==> src/rtl/rcc_pkg.sv <==
package rcc_pkg;
  // Strobes from control to datapath, one per pipeline step
  typedef struct packed {
    logic capture;  // sample the rule bits
    logic count;    // load per-category counts
    logic pick;     // load the winner registers
  } rccStrobes_t;

  typedef enum logic [1:0] {
    ST_IDLE  = 2'd0,
    ST_COUNT = 2'd1,
    ST_PICK  = 2'd2
  } rccState_t;
endpackage

==> src/rtl/rcc_popcount.sv <==
module rcc_popcount #(
  parameter int NUM_RULES = 8,
  localparam int SCORE_W = $clog2(NUM_RULES + 1)
) (
  input  logic [NUM_RULES-1:0] bits,
  output logic [SCORE_W-1:0]   count
);
  always_comb begin
    count = '0;
    for (int r = 0; r < NUM_RULES; r++) begin
      count = count + SCORE_W'(bits[r]);
    end
  end
endmodule

==> src/rtl/rcc_control.sv <==
module rcc_control
  import rcc_pkg::*;
(
  input  logic        clk,
  input  logic        rstN,
  input  logic        start,
  output rccStrobes_t strobes,
  output logic        done
);
  rccState_t state;

  always_comb begin
    strobes.capture = (state == ST_IDLE) && start;
    strobes.count   = (state == ST_COUNT);
    strobes.pick    = (state == ST_PICK);
  end

  always_ff @(posedge clk) begin
    if (!rstN) begin
      state <= ST_IDLE;
      done  <= 1'b0;
    end else begin
      done <= strobes.pick;
      unique case (state)
        ST_IDLE:  if (start) state <= ST_COUNT;
        ST_COUNT: state <= ST_PICK;
        ST_PICK:  state <= ST_IDLE;
        default:  state <= ST_IDLE;
      endcase
    end
  end
endmodule

==> src/rtl/rcc_datapath.sv <==
module rcc_datapath
  import rcc_pkg::*;
#(
  parameter int NUM_CAT   = 40,
  parameter int NUM_RULES = 8,
  parameter int IDX_W     = 6,
  localparam int SCORE_W  = $clog2(NUM_RULES + 1),
  localparam int IN_W     = NUM_CAT * NUM_RULES
) (
  input  logic               clk,
  input  logic               rstN,
  input  rccStrobes_t        strobes,
  input  logic [IN_W-1:0]    ruleBits,
  output logic [IDX_W-1:0]   winIdx,
  output logic [SCORE_W-1:0] winScore
);
  logic [IN_W-1:0]    ruleReg;
  logic [SCORE_W-1:0] countNext [NUM_CAT];
  logic [SCORE_W-1:0] scoreReg  [NUM_CAT];
  logic [IDX_W-1:0]   bestIdx;
  logic [SCORE_W-1:0] bestScore;

  always_ff @(posedge clk) begin
    if (!rstN) ruleReg <= '0;
    else if (strobes.capture) ruleReg <= ruleBits;
  end

  for (genvar c = 0; c < NUM_CAT; c++) begin : gCat
    rcc_popcount #(.NUM_RULES(NUM_RULES)) uCount (
      .bits  (ruleReg[c*NUM_RULES +: NUM_RULES]),
      .count (countNext[c])
    );
    always_ff @(posedge clk) begin
      if (!rstN) scoreReg[c] <= '0;
      else if (strobes.count) scoreReg[c] <= countNext[c];
    end
  end

  // Strict greater-than keeps the lowest index on ties
  always_comb begin
    bestIdx   = '0;
    bestScore = scoreReg[0];
    for (int i = 1; i < NUM_CAT; i++) begin
      if (scoreReg[i] > bestScore) begin
        bestIdx   = IDX_W'(i);
        bestScore = scoreReg[i];
      end
    end
  end

  always_ff @(posedge clk) begin
    if (!rstN) begin
      winIdx   <= '0;
      winScore <= '0;
    end else if (strobes.pick) begin
      winIdx   <= bestIdx;
      winScore <= bestScore;
    end
  end
endmodule

==> src/rtl/rule_count_classifier.sv <==
module rule_count_classifier
  import rcc_pkg::*;
#(
  parameter int NUM_CAT   = 40,
  parameter int NUM_RULES = 8,
  parameter int IDX_W     = 6,
  localparam int SCORE_W  = $clog2(NUM_RULES + 1),
  localparam int IN_W     = NUM_CAT * NUM_RULES
) (
  input  logic               clk,
  input  logic               rstN,
  input  logic               start,
  input  logic [IN_W-1:0]    ruleBits,
  output logic               done,
  output logic [IDX_W-1:0]   winIdx,
  output logic [SCORE_W-1:0] winScore,
  output logic [SCORE_W-1:0] maxScore
);
  rccStrobes_t strobes;

  assign maxScore = SCORE_W'(NUM_RULES);

  rcc_control uCtrl (
    .clk     (clk),
    .rstN    (rstN),
    .start   (start),
    .strobes (strobes),
    .done    (done)
  );

  rcc_datapath #(
    .NUM_CAT   (NUM_CAT),
    .NUM_RULES (NUM_RULES),
    .IDX_W     (IDX_W)
  ) uData (
    .clk      (clk),
    .rstN     (rstN),
    .strobes  (strobes),
    .ruleBits (ruleBits),
    .winIdx   (winIdx),
    .winScore (winScore)
  );
endmodule

==> config.mk <==
export PLATFORM = sky130hd
export DESIGN_NAME = rule_count_classifier
export DESIGN_NICKNAME = d
export VERILOG_FILES = /design/src/rtl/rcc_pkg.sv /design/src/rtl/rcc_popcount.sv /design/src/rtl/rcc_control.sv /design/src/rtl/rcc_datapath.sv /design/src/rtl/rule_count_classifier.sv
export SDC_FILE = /design/constraint.sdc
export NUM_CORES = 2
export LEC_CHECK = 0
export CAP_MARGIN = 20
export CORE_MARGIN = 2
export CORE_UTILIZATION = 30
export DETAILED_ROUTE_END_ITERATION = 7
export GPL_ROUTABILITY_DRIVEN = 1
export SYNTH_ARGS = -nofsm -noshare
export SYNTH_HDL_FRONTEND = slang
export SYNTH_SLANG_ARGS = --single-unit
==> constraint.sdc <==
create_clock -name clk -period 76.8 [get_ports clk]
set_clock_uncertainty 0.15 [all_clocks]
set_input_delay 23.04 -clock clk [delete_from_list [all_inputs] [get_ports clk]]
set_output_delay 23.04 -clock clk [all_outputs]
set_load 0.01 [all_outputs]
==> flow_summary.rst <==
.. list-table::
   :header-rows: 1

   * - Metric
     - Value
   * - Status
     - completed
   * - Final Instance Area
     - 40750 um^2
   * - Hold buffers post-CTS
     - 0
   * - DRC marker count from the first detailed-route iteration
     - 1686
   * - Post-synth EDFFs
     - 160
   * - Total routing resource utilization after global routing
     - 14.95%
   * - Post-Syn Area
     - 33820 um^2
   * - Via count of the first global-routing pass
     - 27390
   * - Antenna diodes
     - 0
   * - CTS tree
     - built
   * - Worst reg2reg path endpoint
     - uData.winIdx[5]
   * - Sum of negative setup slack
     - 0 ns
   * - Endpoints failing setup
     - 0
   * - Synthesized-area fraction occupied by ao, oa, aoi and oai cells
     - 19.38%
   * - Via count
     - 27290
   * - Endpoint arrival time on the critical path
     - 67.70 ns
   * - Routed WL
     - 86.96 mm
   * - Top cells by area, synth
     - dfxtp_1 (20%), edfxtp_1 (14%), fa_1 (9.5%)
   * - Hold path startpoint
     - uData.ruleReg[292]
   * - Final critical delay including setup and external delays
     - 67.34 ns
   * - Residual DRC count
     - 0
   * - Cell Count, Final, Fillers Out
     - 5714
   * - Final Hold Violating Endpoints
     - 0
   * - Vias per Instance
     - 4.776
   * - Worst hold endpoint
     - uData.ruleReg[292]
   * - Wire per inst
     - 15.22 um
   * - Maximum clock frequency
     - 14.85 MHz
   * - Worst r2r path cells
     - 299
   * - Largest family of logic cells by synthesized area
     - compound AO/OA/AOI/OAI gates
   * - Multiplexer fraction of the synthesized cell area
     - 2.183%
   * - First-pass GRT wire length
     - 141.8 mm
   * - Clock insertion delay at the later pin of the skew report
     - 0.63 ns
   * - Number of buffers inserted to repair setup after CTS
     - 0
   * - Count of unique library cells instantiated by Yosys
     - 119
   * - GPL Wtd Cong
     - 0.8690
   * - Worst hold path cell count
     - 2
   * - Buffers on Ports
     - 333
   * - Chip height
     - 339.8 um
   * - Chip Width
     - 339.8 um
   * - Data required time of the critical path
     - 77.16 ns
   * - Parity-gate share of the synthesized area counting xor and xnor cells
     - 1.735%
   * - Total I/O pin count
     - 338
   * - Maximum Capacitance Violations
     - 0
   * - Launching instance or port of the critical path
     - uData.scoreReg[0][5]
   * - Path category of the worst min-delay check
     - register to register
   * - Finished Core Util
     - 36.32%
   * - Fillers
     - 11460
   * - Effective utilization at floorplan
     - 30.15%
   * - Critical Path Stages
     - 299
   * - Post-synth ARST share
     - 0%
   * - Clock input transition at the sequential cells of the worst setup and hold paths
     - 0.06 ns
   * - Pin count of the biggest net entering global routing
     - 193
   * - Reg2Reg Setup Slack
     - 9.46 ns
   * - Actual transition at the worst max-transition pin
     - 0.9982 ns
   * - Placed cell count
     - 5594
   * - Number of buffers on the longest clock path
     - 3
   * - Max H-tree Level
     - 3
   * - Ys Warns
     - 0
   * - Most frequent cell after synthesis
     - nand2_1
   * - Synth cell count leaders
     - nand2_1 (774), inv_1 (509), dfxtp_1 (333)
   * - Fin. max-slew vios
     - 0
   * - Router iterations before antenna repair
     - 6
   * - Yosys reg bits
     - 493
   * - Fraction of layout cells with a size suffix above 1
     - 5.624%
   * - Area growth from synthesis to layout
     - 20.48%
   * - Setup crit end kind
     - register
   * - Share of synthesized cell area in full adder, half adder and majority cells
     - 17.50%
   * - Detailed-placement wirelength estimate
     - 63.76 mm
   * - Top cell type's share of synthesized area
     - 19.71%
   * - Unrepaired setup endpoints after global routing
     - false
   * - Routed Antenna Nets
     - 0
   * - Number of standard-cell rows in the floorplan
     - 123
   * - CP max stage cell
     - or4_1
   * - Total core area
     - 112200 um^2
   * - Simple-gate area share of the yosys netlist
     - 17.78%
   * - GRT overflow
     - 0
   * - Worst r2r src
     - uData.scoreReg[0][5]
   * - CP top delay family
     - compound AO/OA/AOI/OAI gates
   * - Worst slew margin relative to its limit
     - 33.45%
   * - TritonCTS buffer count
     - 66
   * - Total placed instance area
     - 38590 um^2
   * - Synth Instances
     - 3902
   * - CP most frequent cell
     - ha_1
   * - Most area-hungry cell type in the Yosys netlist
     - dfxtp_1
   * - Delay of the slowest cell on the worst path
     - 0.65 ns
   * - Number of buffer and inverter instances along the worst setup path
     - 16
   * - Number of cells upsized or downsized after cts
     - 0
   * - Period Utilization, post-route
     - 87.68%
   * - Number of antenna violations at the first check in global routing
     - 9
   * - CP Class
     - register to register
   * - Clk sink count
     - 493
   * - Clock tree root driver cell
     - clkbuf_16
   * - Syn avg cell area
     - 8.668 um^2
   * - Main flop type after synthesis
     - dfxtp_1
   * - Largest fanout on the critical path
     - 11
   * - Nets@finish
     - 4854
   * - Sequential share of the synthesized area
     - 33.92%
   * - Overall die area
     - 115400 um^2
   * - Type of origin of the critical path
     - register
-- through the flow --
step	setup slack [ns]	hold WS, ns
floorplan	17.86	0.2935
global placement	12.26	0.3023
detailed placement	10.48	0.3083
CTS	10.24	0.3162
global route	3.583	0.3332
finish	9.463	0.3114
-- how the worst max path moves through the flow --
stage / end
after global placement: uData.winIdx[5]
after global routing: uData.winIdx[5]
final: uData.winIdx[5]
after detailed placement: uData.winIdx[5]
after floorplan: uData.winIdx[5]
after CTS: uData.winIdx[5]
-- worst register-to-register path, delay by kind of cell, from the launching register on --
family	cells	cell delay, ns
compound gates	119	26.12
fa+ha+maj	47	14.85
buf+inv	16	1.30
flops	1	0.39
mux	30	9.15
simple gates	87	15.25
-- cell usage in the layout (no fill, tap or decap), types with 15 or more instances in the layout --
cell type | Yosys | final
o21ai_0 | 112 | 111
nand3_1 | 49 | 49
xor2_1 | 34 | 34
dfxtp_1 | 333 | 333
a21oi_1 | 124 | 124
inv_1 | 509 | 508
mux2_2 | 34 | 34
nor3_1 | 34 | 34
xnor2_1 | 33 | 33
clkbuf_16 | 0 | 68
edfxtp_1 | 160 | 160
ha_1 | 209 | 209
nand2b_1 | 24 | 24
nor2_1 | 187 | 187
fa_1 | 160 | 160
a21boi_0 | 329 | 329
nor2b_1 | 17 | 17
clkdlybuf4s50_1 | 0 | 332
o31ai_1 | 16 | 16
o2111ai_1 | 15 | 15
o21a_1 | 17 | 17
nand2_1 | 774 | 773
and3_1 | 17 | 17
a31oi_1 | 32 | 32
o211ai_1 | 22 | 22
o21ai_1 | 26 | 26
and2_1 | 84 | 83
a211oi_1 | 17 | 17
mux2i_1 | 19 | 19
nor3b_1 | 44 | 44
-- metal layers --
layer	track usage, %	vias to the layer above	part of all wire [%]
met5	0	-	0.056
met1	20.36	12930	48
met3	2.677	103	4.9
met4	3.549	8	1.7
met2	24.53	575	46
li1	-	13680	-
-- registers in the layout, indices dropped and copies added, names as in the netlist --
name,count
uData.ruleReg,320
uData.winIdx,6
uCtrl.done,1
uCtrl.state,2
uData.winScore,4
uData.scoreReg,160
-- final cells by class --
type	instances	area, um^2	share of cell area [%]
clock inverters	38	369.1	0.9058
well taps	1500	1877	4.606
multi-input cells	2746	19850	48.71
clock buffers	82	1794	4.403
flip-flops and latches	493	11470	28.15
inverters	511	1918	4.707
repair buffers	344	3471	8.517
-- logic make-up after synthesis --
group | after synthesis
mux | 63
xor+xnor | 67
simple gates | 1327
compound gates | 906
flops | 493
buf+inv | 665
fa+ha+maj | 379
other cells | 2
Power is not shown: default switching activity piles up to over one toggle a cycle in this logic, so the estimate is an artifact.
